[src/rtl/vsync_pkg.sv]
package vsync_pkg;
  localparam int unsigned REG_W   = 32;
  localparam int unsigned HI_LSB  = 16;
  localparam int unsigned NUM_WIN = 2;

  typedef enum logic [1:0] {
    SEL_CRT = 2'd0,
    SEL_PNL = 2'd1,
    SEL_TOT = 2'd2,
    SEL_CTL = 2'd3
  } vs_sel_e;
endpackage

[src/rtl/vsync_regs.sv]
module vsync_regs
  import vsync_pkg::*;
#(
  parameter int unsigned CNT_W = 11
) (
  input  logic                             clk,
  input  logic                             rst_n,
  input  logic                             wr_en,
  input  logic [1:0]                       wr_addr,
  input  logic [REG_W-1:0]                 wr_data,
  input  logic [1:0]                       rd_addr,
  output logic [REG_W-1:0]                 rd_data,
  output logic [NUM_WIN-1:0][CNT_W-1:0]    win_start,
  output logic [NUM_WIN-1:0][CNT_W-1:0]    win_stop,
  output logic [CNT_W-1:0]                 total,
  output logic                             unlock
);
  logic             unused_rsvd;
  logic             unl_q, unl_d;
  logic [CNT_W-1:0] tot_q, tot_d;
  logic             tot_we, ctl_we;

  assign unused_rsvd = ^wr_data;
  assign ctl_we = wr_en && (wr_addr == SEL_CTL);
  assign tot_we = wr_en && unl_q && (wr_addr == SEL_TOT);

  for (genvar w = 0; w < NUM_WIN; w++) begin : g_win
    localparam logic [1:0] MY_SEL = 2'(w);
    logic [CNT_W-1:0] s_q, s_d, e_q, e_d;
    logic             we;

    assign we = wr_en && unl_q && (wr_addr == MY_SEL);

    always_comb begin
      s_d = s_q;
      e_d = e_q;
      if (we) begin
        s_d = wr_data[CNT_W-1:0];
        e_d = wr_data[HI_LSB +: CNT_W];
      end
    end

    always_ff @(posedge clk or negedge rst_n) begin
      if (!rst_n) begin
        s_q <= '0;
        e_q <= '0;
      end else begin
        s_q <= s_d;
        e_q <= e_d;
      end
    end

    assign win_start[w] = s_q;
    assign win_stop[w]  = e_q;
  end

  always_comb begin
    unl_d = unl_q;
    tot_d = tot_q;
    if (ctl_we) unl_d = wr_data[0];
    if (tot_we) tot_d = wr_data[CNT_W-1:0];
  end

  always_ff @(posedge clk or negedge rst_n) begin
    if (!rst_n) begin
      unl_q <= 1'b0;
      tot_q <= '0;
    end else begin
      unl_q <= unl_d;
      tot_q <= tot_d;
    end
  end

  function automatic logic [REG_W-1:0] pack_win(input logic [CNT_W-1:0] hi,
                                                 input logic [CNT_W-1:0] lo);
    logic [REG_W-1:0] r;
    r = '0;
    r[HI_LSB +: CNT_W] = hi;
    r[CNT_W-1:0]       = lo;
    return r;
  endfunction

  always_comb begin
    rd_data = '0;
    case (vs_sel_e'(rd_addr))
      SEL_CRT: rd_data = pack_win(win_stop[0], win_start[0]);
      SEL_PNL: rd_data = pack_win(win_stop[1], win_start[1]);
      SEL_TOT: rd_data[CNT_W-1:0] = tot_q;
      SEL_CTL: rd_data[0] = unl_q;
      default: rd_data = '0;
    endcase
  end

  assign total  = tot_q;
  assign unlock = unl_q;
endmodule

[src/rtl/vsync_halfline.sv]
module vsync_halfline #(
  parameter int unsigned LEN_W = 12
) (
  input  logic clk,
  input  logic rst_n,
  input  logic line_stb,
  output logic mid_stb
);
  localparam logic [LEN_W-1:0] LEN_MAX = '1;

  logic [LEN_W-1:0] cyc_q, cyc_d;
  logic [LEN_W-1:0] per_q, per_d;

  always_comb begin
    cyc_d = cyc_q;
    per_d = per_q;
    if (line_stb) begin
      per_d = cyc_q;
      cyc_d = LEN_W'(1);
    end else if (cyc_q != LEN_MAX) begin
      cyc_d = cyc_q + 1'b1;
    end
  end

  always_ff @(posedge clk or negedge rst_n) begin
    if (!rst_n) begin
      cyc_q <= '0;
      per_q <= '0;
    end else begin
      cyc_q <= cyc_d;
      per_q <= per_d;
    end
  end

  assign mid_stb = !line_stb && (per_q != '0) && (cyc_q == (per_q >> 1));
endmodule

[src/rtl/vsync_counter.sv]
module vsync_counter #(
  parameter int unsigned CNT_W = 11
) (
  input  logic             clk,
  input  logic             rst_n,
  input  logic             tick,
  input  logic             frame_rst,
  input  logic [CNT_W-1:0] total,
  output logic [CNT_W-1:0] cnt
);
  logic [CNT_W-1:0] cnt_q, cnt_d;
  logic [CNT_W:0]   nxt_wide;

  assign nxt_wide = {1'b0, cnt_q} + 1'b1;

  always_comb begin
    cnt_d = cnt_q;
    if (frame_rst) begin
      cnt_d = '0;
    end else if (tick) begin
      cnt_d = (nxt_wide >= {1'b0, total}) ? '0 : nxt_wide[CNT_W-1:0];
    end
  end

  always_ff @(posedge clk or negedge rst_n) begin
    if (!rst_n) cnt_q <= '0;
    else        cnt_q <= cnt_d;
  end

  assign cnt = cnt_q;
endmodule

[src/rtl/vsync_window.sv]
module vsync_window #(
  parameter int unsigned CNT_W  = 11,
  parameter int unsigned OFFSET = 1
) (
  input  logic             clk,
  input  logic             rst_n,
  input  logic             frame_rst,
  input  logic [CNT_W-1:0] cnt,
  input  logic [CNT_W-1:0] start,
  input  logic [CNT_W-1:0] stop,
  output logic             win
);
  logic [CNT_W-1:0] on_at, off_at;
  logic             win_q, win_d;

  assign on_at  = start + CNT_W'(OFFSET);
  assign off_at = stop  + CNT_W'(OFFSET);

  always_comb begin
    win_d = win_q;
    if (frame_rst)          win_d = 1'b0;
    else if (cnt == off_at) win_d = 1'b0;
    else if (cnt == on_at)  win_d = 1'b1;
  end

  always_ff @(posedge clk or negedge rst_n) begin
    if (!rst_n) win_q <= 1'b0;
    else        win_q <= win_d;
  end

  assign win = win_q;
endmodule

[src/rtl/vsync_gen.sv]
module vsync_gen
  import vsync_pkg::*;
#(
  parameter int unsigned CNT_W = 11,
  parameter int unsigned LEN_W = 12
) (
  input  logic             clk,
  input  logic             rst_n,
  input  logic             wr_en,
  input  logic [1:0]       wr_addr,
  input  logic [REG_W-1:0] wr_data,
  input  logic [1:0]       rd_addr,
  output logic [REG_W-1:0] rd_data,
  input  logic             line_stb,
  input  logic             interlace,
  input  logic             frame_rst,
  input  logic             pnl_hs,
  output logic             crt_vs,
  output logic             pnl_vs
);
  logic [NUM_WIN-1:0][CNT_W-1:0] win_start, win_stop;
  logic [CNT_W-1:0]              total, cnt;
  logic                          unlock, mid_stb, tick;
  logic [NUM_WIN-1:0]            win_raw;
  logic                          hs_d_q, hs_rise;
  logic                          pnl_q, pnl_d;

  vsync_regs #(.CNT_W(CNT_W)) u_regs (
    .clk(clk), .rst_n(rst_n), .wr_en(wr_en), .wr_addr(wr_addr),
    .wr_data(wr_data), .rd_addr(rd_addr), .rd_data(rd_data),
    .win_start(win_start), .win_stop(win_stop), .total(total), .unlock(unlock)
  );

  vsync_halfline #(.LEN_W(LEN_W)) u_half (
    .clk(clk), .rst_n(rst_n), .line_stb(line_stb), .mid_stb(mid_stb)
  );

  assign tick = line_stb | (interlace & mid_stb);

  vsync_counter #(.CNT_W(CNT_W)) u_cnt (
    .clk(clk), .rst_n(rst_n), .tick(tick), .frame_rst(frame_rst),
    .total(total), .cnt(cnt)
  );

  // window 0 drives the CRT (offset 1), window 1 the panel (offset 2)
  for (genvar w = 0; w < NUM_WIN; w++) begin : g_win
    vsync_window #(.CNT_W(CNT_W), .OFFSET(w + 1)) u_win (
      .clk(clk), .rst_n(rst_n), .frame_rst(frame_rst), .cnt(cnt),
      .start(win_start[w]), .stop(win_stop[w]), .win(win_raw[w])
    );
  end

  assign hs_rise = pnl_hs & ~hs_d_q;

  always_comb begin
    pnl_d = pnl_q;
    if (hs_rise) pnl_d = win_raw[1];
  end

  always_ff @(posedge clk or negedge rst_n) begin
    if (!rst_n) begin
      hs_d_q <= 1'b0;
      pnl_q  <= 1'b0;
    end else begin
      hs_d_q <= pnl_hs;
      pnl_q  <= pnl_d;
    end
  end

  assign crt_vs = win_raw[0];
  assign pnl_vs = pnl_q;
endmodule

[config.mk]
export PLATFORM = sky130hd
export DESIGN_NAME = vsync_gen
export DESIGN_NICKNAME = d
export VERILOG_FILES = /design/src/rtl/vsync_pkg.sv /design/src/rtl/vsync_regs.sv /design/src/rtl/vsync_halfline.sv /design/src/rtl/vsync_counter.sv /design/src/rtl/vsync_window.sv /design/src/rtl/vsync_gen.sv
export SDC_FILE = /design/constraint.sdc
export NUM_CORES = 1
export LEC_CHECK = 0
export BUFFER_PORTS_ARGS = -buffer_cell sky130_fd_sc_hd__buf_2
export CELL_PAD_IN_SITES_DETAIL_PLACEMENT = 0
export CELL_PAD_IN_SITES_GLOBAL_PLACEMENT = 2
export CORE_ASPECT_RATIO = 1.75
export CORE_MARGIN = 2
export CORE_UTILIZATION = 23
export CTS_CLUSTER_DIAMETER = 50
export DETAILED_ROUTE_END_ITERATION = 10
export GPL_TIMING_DRIVEN = 0
export PLACE_DENSITY_LB_ADDON = 0.08
export SYNTH_ARGS = -nofsm -noshare
export SYNTH_HDL_FRONTEND = slang
export SYNTH_HIERARCHICAL = 1
export SYNTH_SLANG_ARGS = --single-unit
[constraint.sdc]
create_clock -name clk -period 2.4 [get_ports clk]
set_input_delay 0 -clock clk [delete_from_list [all_inputs] [get_ports clk]]
set_output_delay 0 -clock clk [all_outputs]
set_load 0.02 [all_outputs]
* After elaboration in Yosys (flattened, before gate mapping)
Index checks and enable logic that the tools add are counted.
Word-level totals: logic and storage cells 65, bits in registers 95, output and inout port bits 34
Cells by class: mux-type cells 14, $add $sub $neg 6, eq/ne operators 12, $lt $le $gt $ge 1, reduce and logical (&&, ||, !) cells 15, bitwise gates (word level) 4
Operators with widths (count):
- $eq A11 B11 Y1 | 4
- $mux W11 | 3
- $pmux W16 S2 | 1
- $pmux W10 S3 | 1
- $mux W12 | 2
- $add A11 B1 Y11 const B | 2
- $add A11 B2 Y11 const B | 2
- $add A11 B1 Y12 const B | 1
- $add A12 B1 Y12 const B | 1
- $eq A12 B11 Y1 | 1
- $ge A12 B11 Y1 | 1
- $ne A12 B12 Y1 const B | 1
- $reduce_bool A12 Y1 | 1
- $eq A2 B2 Y1 const B | 4
- $logic_and A1 B1 Y1 | 7
- $mux W1 | 6
- $reduce_bool A3 Y1 | 2
- $eq A2 B1 Y1 const B | 2
- $logic_not A2 Y1 | 2
- $pmux W1 S4 | 1
- $reduce_bool A2 Y1 | 2
- $and A1 B1 Y1 | 2
- $logic_not A1 Y1 | 1
- $not A1 Y1 | 1
- $or A1 B1 Y1 | 1

* Longest topological paths before layout
Gate-level depths: netlist (run 1).
depth after elaboration 7, depth in mapped cells 12

* Modules after synthesis
The synthesis (run 1) kept the hierarchy.
Modules (own cells, without submodules):
- vsync_regs | times used 1, sequential area each 1401.3 um^2, area each 2757.6 um^2, cells each 183
- vsync_halfline | times used 1, sequential area each 600.6 um^2, area each 1242.4 um^2, cells each 111
- vsync_counter | times used 1, sequential area each 275.3 um^2, area each 957.2 um^2, cells each 108
- vsync_window (g_win[0].u_win) | times used 1, sequential area each 25.0 um^2, area each 875.8 um^2, cells each 124
- vsync_window (g_win[1].u_win) | times used 1, sequential area each 25.0 um^2, area each 660.6 um^2, cells each 89
- vsync_gen | times used 1, sequential area each 50.0 um^2, area each 86.3 um^2, cells each 5

* Worst setup path after synthesis (run 1)
OpenSTA, ideal clock, no wires.
path kind reg2reg, from register u_cnt.cnt_q[0] (netlist: u_cnt/cnt[0]), to register u_cnt.cnt_q[0] (netlist: u_cnt/cnt[0]), cell stages (with the launch flop) 12, path buffers 0, required time 2323 ps, library setup time 77 ps, path slack -195 ps, period minus slack after synthesis 2595 ps, arrival 2518 ps, path through dfrtp_1 -> ha_1 -> inv_1 -> nor2_1 -> and4_1 -> xnor2_1 -> inv_1 -> ha_1 -> and3_1 -> a221oi_4 -> o211ai_4 -> o21ai_2
On the way: word-level cells in the longest chain between the ends 5
RTL lines:
- from (decl) | RTL line vsync_counter.sv:11 | logic [CNT_W-1:0] cnt_q, cnt_d;
- from (signal assigned) | RTL line vsync_counter.sv:27 | else cnt_q <= cnt_d;
- $add A11 B1 Y12 * | RTL line vsync_counter.sv:14 | assign nxt_wide = {1'b0, cnt_q} + 1'b1;
- $ge A12 B11 Y1 | RTL line vsync_counter.sv:21 | cnt_d = (nxt_wide >= {1'b0, total}) ? '0 : nxt_wide[CNT_W-1:0];
- $mux W11 * | RTL line vsync_counter.sv:21
- $mux W11 * | RTL line vsync_counter.sv:20 | end else if (tick) begin
- $mux W11 * | RTL line vsync_counter.sv:18 | if (frame_rst) begin
Mark *: on every way between the ends. The rest lies on a longest branch, timed or not. The select of a mux whose other input is x is not followed. A chain may end at the register's enable or synchronous reset.

* Final worst setup path (run 1)
from register u_cnt.cnt_q[0] (netlist: u_cnt/cnt[0]), to register u_cnt.cnt_q[7] (netlist: u_cnt/cnt[7])
The elaborated chain is that of the path after synthesis.

==> flow_summary.yaml, run 1 <==
pwr:
  p_leak_uw: 0.00364
  peakVddDrop_mv: 0.381
  power_uw: 6300
  powerDensity_nw_per_um2: 756
critical_path:
  slowest_delay_ps: 450
  required_ps: 2690
  critical_path.top_delay_family: "compound AO/OA/AOI/OAI gates"
  slowest_stage: "dfrtp_4"
  rr_worst_depth: 12
  crit_path_max_fanout: 5
  critical_path.startpoint_type: "register"
  critPathKind: "register to register"
  worst_r2r_startpoint: "u_cnt/cnt[0]"
  critPathBufInv: 3
  end_kind: "register"
  worstReg2RegEnd: "u_cnt/cnt[7]"
  regToRegSetupSlack_ps: -70
  cp_cell_sequence: "ha_4 -> inv_4 -> nor2_4 -> and4_4 -> xnor2_2 -> inv_1 -> ha_1 -> and3_4 -> a221oi_4 -> buf_4 -> o211ai_4 -> o21ai_2"
  arrival_ps: 2770
  startpoint: "u_cnt/cnt[0]"
layout:
  drive_gt1_share_pct: 34.5
  num_antenna_cells: 0
  final_util_pct: 29.7
  syn2layout_area_growth_pct: 26.6
  nets: 809
floorplan:
  fp.dieH_um: 228
  fp-row-count: 81
  die_area_um2: 30000
  coreArea_um2: 28100
  ioPinCount: 77
  initial_core_util_pct: 23.4
  die_w_um: 132
clock_tree:
  clkLatencyLatePin_ps: 380
  clockBufferDepth: 2
  cts_tree: "done"
  clkTransAtPathRegs_ps: 70
  cts_buffers: 9
  cts.htree.levels: 3
  clock-sinks: 95
  cts-root-buf: "clkbuf_16"
synth:
  synthFlopType: "dfrtp_1"
  synth_adder_area_share_pct: 3.23
  synth_compound_area_share_pct: 11.8
  synth_mux_area_share_pct: 18.3
  syn_area_um2: 6580
  synthXorXnorAreaFrac_pct: 9.68
  synthSimpleGateAreaFrac_pct: 16.1
  yosys_warnings: 6
  async_reset_ff_share_pct: 100
  synth_area_per_cell_um2: 10.6
  synth_edf_count: 0
  synth.yosys.seq_area_share_pct: 36.1
  synth_top_family_by_area: "multiplexers"
  synth_cells: 620
  synth.distinct_cells: 83
  ys_ff_latch: 95
outcome:
  violations: "negative setup slack"
  status: "finished with violations"
timing:
  rsz0062_at_grt: "true"
  slew-limit-headroom_pct: 58.3
  drv_slew: 0
  period_share_pct: 103
  layout_setup_ws_ps: -73.8
  hold_viol: 0
  holdWs_ps: 166
  setup-violations-final: 10
  fin_skew_ps: 7.89
  period_needed_ps: 2470
  tightest_slew_ps: 621
  max_freq_mhz: 404
global_route:
  gr-total-overflow: 0
  antenna_found_initial: 0
  grt_pass1_vias: 5465
  track_usage_pct: 15.3
  grt_max_degree: 59
  grt_pass1_wl_um: 34100
drt:
  viasPerCell: 4.61
  dr_total_vias: 5201
  drt-wirelength-per-cell_um: 19.9
  first_pass_iters: 6
  drc: 0
  postRouteAntennaNets: 0
  routed_wl_um: 22400
  first_iter_violations: 237
job:
  maxCapViolCount: 0
place:
  io_buffers: 54
  routabilityCongestion: 0.735
  dp_slack_ps: -500
  post-dp-hpwl_um: 17000
min_path:
  hold_class: "input port to asynchronous set/reset pin"
-- cell families after synthesis --
family | after synthesis
multiplexers | 95
AND/OR/NAND/NOR | 184
flip-flops | 95
other | 1
adder cells (fa/ha/maj) | 17
buffers and inverters | 55
AO/OA/AOI/OAI | 102
XOR/XNOR | 71
-- registers in the layout (all words and copies together) (netlist names) --
| signal | cells |
|---|---|
| pnl_vs | 1 |
| u_half/cyc_q | 12 |
| u_cnt/cnt | 11 |
| u_regs/g_win.e_q | 22 |
| u_regs/total | 11 |
| hs_d_q | 1 |
| u_regs/unlock | 1 |
| g_win.u_win/win | 2 |
| u_half/per_q | 12 |
| u_regs/g_win.s_q | 22 |
-- power by group --
group          internal (µW)  leakage, µW  switching (µW)
clock                    705     0.000136             710
combinational           1150      0.00233            1100
sequential              1950      0.00118             676
-- cell usage in the layout, fill, tap and decap left out, drive strengths merged, types with 3 or more instances in the layout --
cell,instances
clkbuf,12
and2,5
o31ai,5
nand4b,6
nand2b,3
conb,10
mux2,69
nand3,26
o2111ai,3
mux2i,25
dlygate4sd3,29
or3,4
nor3,12
a31oi,6
buf,109
and3b,3
a311oi,3
nor2b,4
xor2,26
nor2,42
clkinv,5
nand4,15
o211ai,4
and3,4
inv,23
nand2,38
a21oi,16
xnor2,45
ha,17
o2bb2ai,11
and4,4
o21ai,29
dfrtp,95
a21o,3
o311ai,5
nor4,8
-- cells in the mapped netlist (all sizes together) (5+ instances only) --
library cell | instances | area (µm²)
xor2 | 26 | 235
ha | 17 | 213
nand2 | 38 | 153
and2 | 5 | 32.5
o21ai | 29 | 183
dfrtp | 95 | 2380
xnor2 | 45 | 402
nor2 | 42 | 165
o311ai | 5 | 51.3
nand4b | 6 | 58.8
nand3 | 26 | 148
a21oi | 16 | 83.8
o31ai | 5 | 37.5
a31oi | 6 | 37.5
buf | 30 | 215
o2bb2ai | 11 | 96.3
mux2i | 25 | 250
nor4 | 8 | 77.6
mux2 | 69 | 931
nor3 | 12 | 65.1
nand4 | 15 | 106
inv | 22 | 82.6
-- per-layer routing --
layer	track usage, %	wire [µm]	vias to the layer above
li1	-	-	2491
met1	15.8	8340	2588
met2	29.3	12600	93
met3	2.93	661	29
met4	6.90	837	0
met5	0	0	-
-- worst reg2reg max path: stages, from the launching register on --
cell and delay [ps]:
dfrtp_4 450, ha_4 170, inv_4 40, nor2_4 100
and4_4 240, xnor2_2 110, inv_1 70, ha_1 270
and3_4 200, a221oi_4 300, buf_4 170, o211ai_4 130
o21ai_2 160
-- timing repair --
item / 4_1_cts / 5_1_grt
setup endpoints to repair: 11 / 12
endpoints found under the hold margin: 99 / 0
buffers inserted: 20 / 4
gates cloned: 1 / 0
hold buffers: 29 / 0
pin swaps: 7 / 7
gates resized for setup: 22 / 9
-- through the flow --
step           instance area (µm²)  instances  setup TNS (ps)
2_1_floorplan                 6660        629            -150
3_3_place_gp                  7390       1056           -4890
3_5_place_dp                  7420       1057           -5130
4_1_cts                       8280       1123            -365
5_1_grt                       8330       1127           -1880
6_report                      8330       1127            -463
-- final cells by class --
class | instances | area, µm²
Fill cell | 3011 | 19700
Multi-Input combinational cell | 480 | 4100
Sequential cell | 95 | 2410
Timing Repair Buffer | 108 | 774
Tap cell | 373 | 467
Buffer | 33 | 226
Clock buffer | 9 | 225
Inverter | 22 | 85.1
Clock inverter | 7 | 48.8
-- worst max path at each step --
stage	to	depth (start not counted)
CTS	u_cnt/cnt[3]	12
detailed placement	u_cnt/cnt[8]	11
global route	u_cnt/cnt[7]	10
global placement	u_cnt/cnt[8]	11
finish	u_cnt/cnt[7]	12
floorplan	u_cnt/cnt[0]	11
Note: power is estimated with default switching activity, not from simulation.
==> run 2: changes to the inputs <==
GPL_TIMING_DRIVEN = unset   (was 0)
==> run 2 against run 1 <==
Net effect:
- the flow now finishes without violations
- final cell count rose by 1.3%
- hold slack got worse by 110 ps
- register-to-register slack improved by 80 ps
- fmax rose by 3.4%
- combinational power rose by 12%
- clock power rose by 21%
==> flow_summary.yaml, run 2 (synthesis results as in run 1) <==
timing:
  tightest_slew_ps: 608
  fin_skew_ps: 15.7
  period_share_pct: 99.7
  hold_viol: 0
  period_needed_ps: 2390
  slew-limit-headroom_pct: 59.5
  max_freq_mhz: 418
  holdWs_ps: 51.6
  layout_setup_ws_ps: 7.37
  setup-violations-final: 0
  drv_slew: 0
  rsz0062_at_grt: "true"
floorplan:
  fp-row-count: 81
  initial_core_util_pct: 23.4
  fp.dieH_um: 228
  ioPinCount: 77
  die_area_um2: 30000
  die_w_um: 132
  coreArea_um2: 28100
global_route:
  track_usage_pct: 15.6
  grt_max_degree: 57
  grt_pass1_vias: 5730
  antenna_found_initial: 0
  grt_pass1_wl_um: 35100
  gr-total-overflow: 0
pwr:
  powerDensity_nw_per_um2: 795
  seqPwrFrac_pct: 36.9
  p_clk_share_pct: 25.3
  p_leak_uw: 0.00382
  peakVddDrop_mv: 0.385
  p_comb_share_pct: 37.8
  p_switching_uw: 2530
  power_uw: 6720
  p_int_uw: 4200
  swShare_pct: 37.6
clock_tree:
  cts-root-buf: "clkbuf_16"
  clkLatencyLatePin_ps: 380
  cts_tree: "done"
  clock-sinks: 95
  clockBufferDepth: 2
  cts.htree.levels: 3
  clkTransAtPathRegs_ps: 80
  cts_buffers: 9
drt:
  drt-wirelength-per-cell_um: 19.8
  routed_wl_um: 22700
  first_pass_iters: 4
  postRouteAntennaNets: 0
  drc: 0
  viasPerCell: 4.61
  first_iter_violations: 174
  dr_total_vias: 5265
place:
  dp_slack_ps: -106
  dpl_cell_area_um2: 7710
  io_buffers: 56
  post-dp-hpwl_um: 17600
  routabilityCongestion: 0.741
layout:
  syn2layout_area_growth_pct: 28.4
  final_common_cell: "dfrtp_1"
  fill_cells: 2952
  layout_common_cells: "86 x dfrtp_1, 70 x buf_4, 55 x buf_2"
  final_area_um2: 8450
  nets: 824
  top_regs: "u_regs/g_win.e_q (22), u_regs/g_win.s_q (22)"
  drive_gt1_share_pct: 34.9
  num_antenna_cells: 0
critical_path:
  slowest_delay_ps: 420
  critPathKind: "register to register"
  required_ps: 2690
  slowest_stage: "dfrtp_2"
  cp_cell_sequence: "ha_4 -> inv_2 -> nor2_4 -> and4_4 -> xnor2_2 -> inv_1 -> ha_1 -> and3_4 -> a221oi_4 -> buf_6 -> o211ai_4 -> o21ai_2"
  arrival_ps: 2690
  end_kind: "register"
  critical_path.top_delay_family: "compound AO/OA/AOI/OAI gates"
  critPathBufInv: 3
  rr_worst_depth: 12
  crit_path_max_fanout: 5
  critical_path.startpoint_type: "register"
  worst-path-stages: 12
job:
  maxCapViolCount: 0
min_path:
  hold_class: "input port to asynchronous set/reset pin"
outcome:
  status: "completed"
[run 2: changes by cell type in the layout (fill, tap and decap cells not counted), moves of 2 or more]
| cell | change |
|---|---|
| buf_4 | +35 |
| buf_2 | -11 |
| buf_6 | -5 |
| dfrtp_1 | +5 |
| dfrtp_4 | -5 |
| clkbuf_1 | -3 |
| clkinv_2 | -3 |
| bufinv_16 | +2 |
| clkbuf_8 | +2 |
[run 2: cell type report]
type                            instances  area (µm²)  area share (%)
Clock buffer                           11         253            2.99
Tap cell                              373         467            5.52
Inverter                               22        82.6           0.977
Sequential cell                        95        2390            28.3
Timing Repair Buffer                  156        1120            13.3
Multi-Input combinational cell        480        4050            47.9
Clock inverter                          5        86.3            1.02
[run 2: routing by layer]
metal / track usage, % / wire length, µm
met1: 16.0 / 8530
met2: 29.0 / 12300
met3: 3.00 / 630
met4: 9.24 / 1150
met5: 0 / 0
[run 2: per-stage QoR]
step           std cells  util [%]  setup TNS [ps]
5_1_grt             1142      30.1            -985
2_1_floorplan        629         -            -150
4_1_cts             1142      30.0           -25.9
3_3_place_gp        1094      27.5           -1580
3_5_place_dp        1094      27.5            -981
6_report            1142      30.1               0
[run 2: worst register-to-register path, stage by stage (launching register included)]
cell and delay (ps):
dfrtp_2 420, ha_4 140, inv_2 40, nor2_4 110, and4_4 240, xnor2_2 110
inv_1 70, ha_1 270, and3_4 190, a221oi_4 260, buf_6 160, o211ai_4 140
o21ai_2 160
[run 2: worst paths after layout]
check | endpoint | start | slack, ps
max | u_cnt/cnt[7] | u_cnt/cnt[1] | 7
max in group asynchronous | u_cnt/cnt[7] | rst_n | 1680
min | u_regs/g_win[1].e_q[6] | rst_n | 50
max reg2reg | u_cnt/cnt[7] | u_cnt/cnt[1] | 7
min reg2reg | u_half/per_q[0] | u_half/per_q[0] | 510
min in group clk | u_half/cyc_q[4] | line_stb | 120
[run 2: repair_timing]
item,4_1_cts,5_1_grt
buffers inserted,3,0
endpoints found under the setup margin,11,11
pin swaps,8,1
resized for setup,11,4
hold buffers,28,0
endpoints found under the hold margin,153,0
cloned,1,0
[run 2: power groups by stage]
stage / combinational, µW / clock, µW / sequential (µW)
after floorplan: 1660 / 0 / 2360
after global placement: 2480 / 0 / 2520
after detailed placement: 2500 / 0 / 2520
after CTS: 2580 / 1770 / 2490
after global routing: 2780 / 1830 / 2540
final: 2540 / 1700 / 2480
==> run 3: changes to the inputs <==
CORE_UTILIZATION = 35   (was 23)
==> run 3 against run 2 <==
Net effect:
- the flow now finishes with violations (negative setup slack)
- core utilization grew 14 points
- design area decreased by 3.2%
- combinational power barely moved
- highest routed layer unchanged
- largest power group unchanged
==> flow_summary.yaml, run 3 (synthesis results as in run 1) <==
drt:
  postRouteAntennaNets: 0
  first_pass_iters: 4
  first_iter_violations: 99
  drt-wirelength-per-cell_um: 20.3
  drc: 0
  viasPerCell: 5.24
  routed_wl_um: 20300
  dr_total_vias: 5226
place:
  dpl_cell_area_um2: 7500
  dp_slack_ps: -131
  io_buffers: 56
  routabilityCongestion: 0.817
  post-dp-hpwl_um: 15300
  dp_cells: 952
layout:
  final_util_pct: 44.2
  fin_cells: 998
  final_area_um2: 8180
  syn2layout_area_growth_pct: 24.4
  nets: 815
  num_antenna_cells: 0
  final_common_cell: "dfrtp_1"
  layout_common_cells: "85 x dfrtp_1, 64 x buf_4, 55 x buf_2"
  drive_gt1_share_pct: 34.9
  top_regs: "u_regs/g_win.e_q (22), u_regs/g_win.s_q (22)"
clock_tree:
  cts_buffers: 9
  clock-sinks: 95
  cts_tree: "done"
  clockBufferDepth: 2
  clkLatencyLatePin_ps: 360
  clkTransAtPathRegs_ps: 80
  cts-root-buf: "clkbuf_16"
  cts.htree.levels: 3
floorplan:
  fp.dieH_um: 185
  die_area_um2: 20000
  coreArea_um2: 18500
  fp-row-count: 66
  initial_core_util_pct: 35.6
  die_w_um: 108
  ioPinCount: 77
pwr:
  peakVddDrop_mv: 0.361
  powerDensity_nw_per_um2: 786
  p_clk_share_pct: 22.8
  seqPwrFrac_pct: 38.2
  p_switching_uw: 2490
  p_int_uw: 3940
  p_comb_share_pct: 39.0
  p_leak_uw: 0.00375
  swShare_pct: 38.7
job:
  maxCapViolCount: 0
timing:
  setup-tns-final_ps: -387
  rsz0062_at_grt: "true"
  slew-limit-headroom_pct: 54.0
  period_needed_ps: 2460
  max_freq_mhz: 406
  setup-violations-final: 11
  tightest_slew_ps: 690
  period_share_pct: 103
  fin_skew_ps: 11.0
  hold_viol: 0
  layout_setup_ws_ps: -64.0
  drv_slew: 0
min_path:
  hold_class: "input port to register"
global_route:
  track_usage_pct: 21.2
  grt_pass1_vias: 5578
  antenna_found_initial: 0
  grt_max_degree: 50
  grt_pass1_wl_um: 31700
  gr-total-overflow: 0
critical_path:
  critPathKind: "register to register"
  arrival_ps: 2750
  crit_path_max_fanout: 5
  end_kind: "register"
  required_ps: 2680
  critical_path.startpoint_type: "register"
outcome:
  violations: "negative setup slack"
  status: "finished with violations"
run 3: cell types whose count changed in the layout (fill, tap and decap cells not counted), moves of 2 or more:
cell / before / now
inv_8: 0 / 2
bufinv_16: 2 / 0
clkbuf_8: 2 / 0
dlygate4sd3_1: 28 / 25
buf_4: 70 / 64
run 3: power groups by stage:
stage / registers [µW] / clock network (µW) / logic (µW)
4_1_cts: 2460 / 1520 / 2500
3_3_place_gp: 2480 / 0 / 2400
6_report: 2460 / 1470 / 2510
2_1_floorplan: 2360 / 0 / 1660
5_1_grt: 2520 / 1570 / 2760
3_5_place_dp: 2490 / 0 / 2430
run 3: worst paths after layout:
path	depth (start not counted)	slack, ps	from	end
worst max-delay path	12	-60	u_cnt/cnt[0]	u_cnt/cnt[0]
worst min-delay path	3	30	wr_en	u_regs/unlock
worst max register to register	12	-60	u_cnt/cnt[0]	u_cnt/cnt[0]
worst min register to register	1	520	pnl_vs	pnl_vs
max in group asynchronous	3	1450	rst_n	u_regs/g_win[1].s_q[7]
min in group asynchronous	2	230	rst_n	u_regs/g_win[1].e_q[4]
run 3: layer usage:
| layer | share of wire [%] | global-route usage, % | up-vias |
|---|---|---|---|
| met5 | 0 | 0 | - |
| met1 | 38 | 22.7 | 2602 |
| met4 | 3.0 | 8.21 | 0 |
| met3 | 1.8 | 2.39 | 32 |
| met2 | 57 | 41.2 | 84 |
| li1 | - | - | 2508 |
run 3: cell type report:
cell class / instances / area [µm²]
Fill cell: 1837 / 10300
Multi-Input combinational cell: 480 / 4070
Sequential cell: 95 / 2390
Timing Repair Buffer: 147 / 1060
Tap cell: 238 / 298
Clock buffer: 9 / 225
Inverter: 22 / 82.6
Clock inverter: 7 / 65.1
run 3: per-stage QoR:
stage                     total power [µW]  hold slack, ps
final                                 6430            25.0
after floorplan                       4020            -296
after global routing                  6850            31.8
after global placement                4880            83.6
after CTS                             6480            13.3
after detailed placement              4920            93.5
run 3: repair_timing:
item                       CTS  global route
setup buffers                3             1
gates resized for setup      8            10
hold endpoints to repair   104             0
hold buffers                25             0
cloned                       1             0
setup endpoints to repair   11            12
pin swaps                    4             5
run 3: critical path, stage by stage (launching register included):
cell	delay, ps
dfrtp_2	430
ha_4	150
inv_2	40
nor2_4	100
and4_4	230
xnor2_2	120
inv_1	80
ha_1	270
and3_4	190
a221oi_4	320
buf_4	170
o211ai_4	130
o21ai_2	170
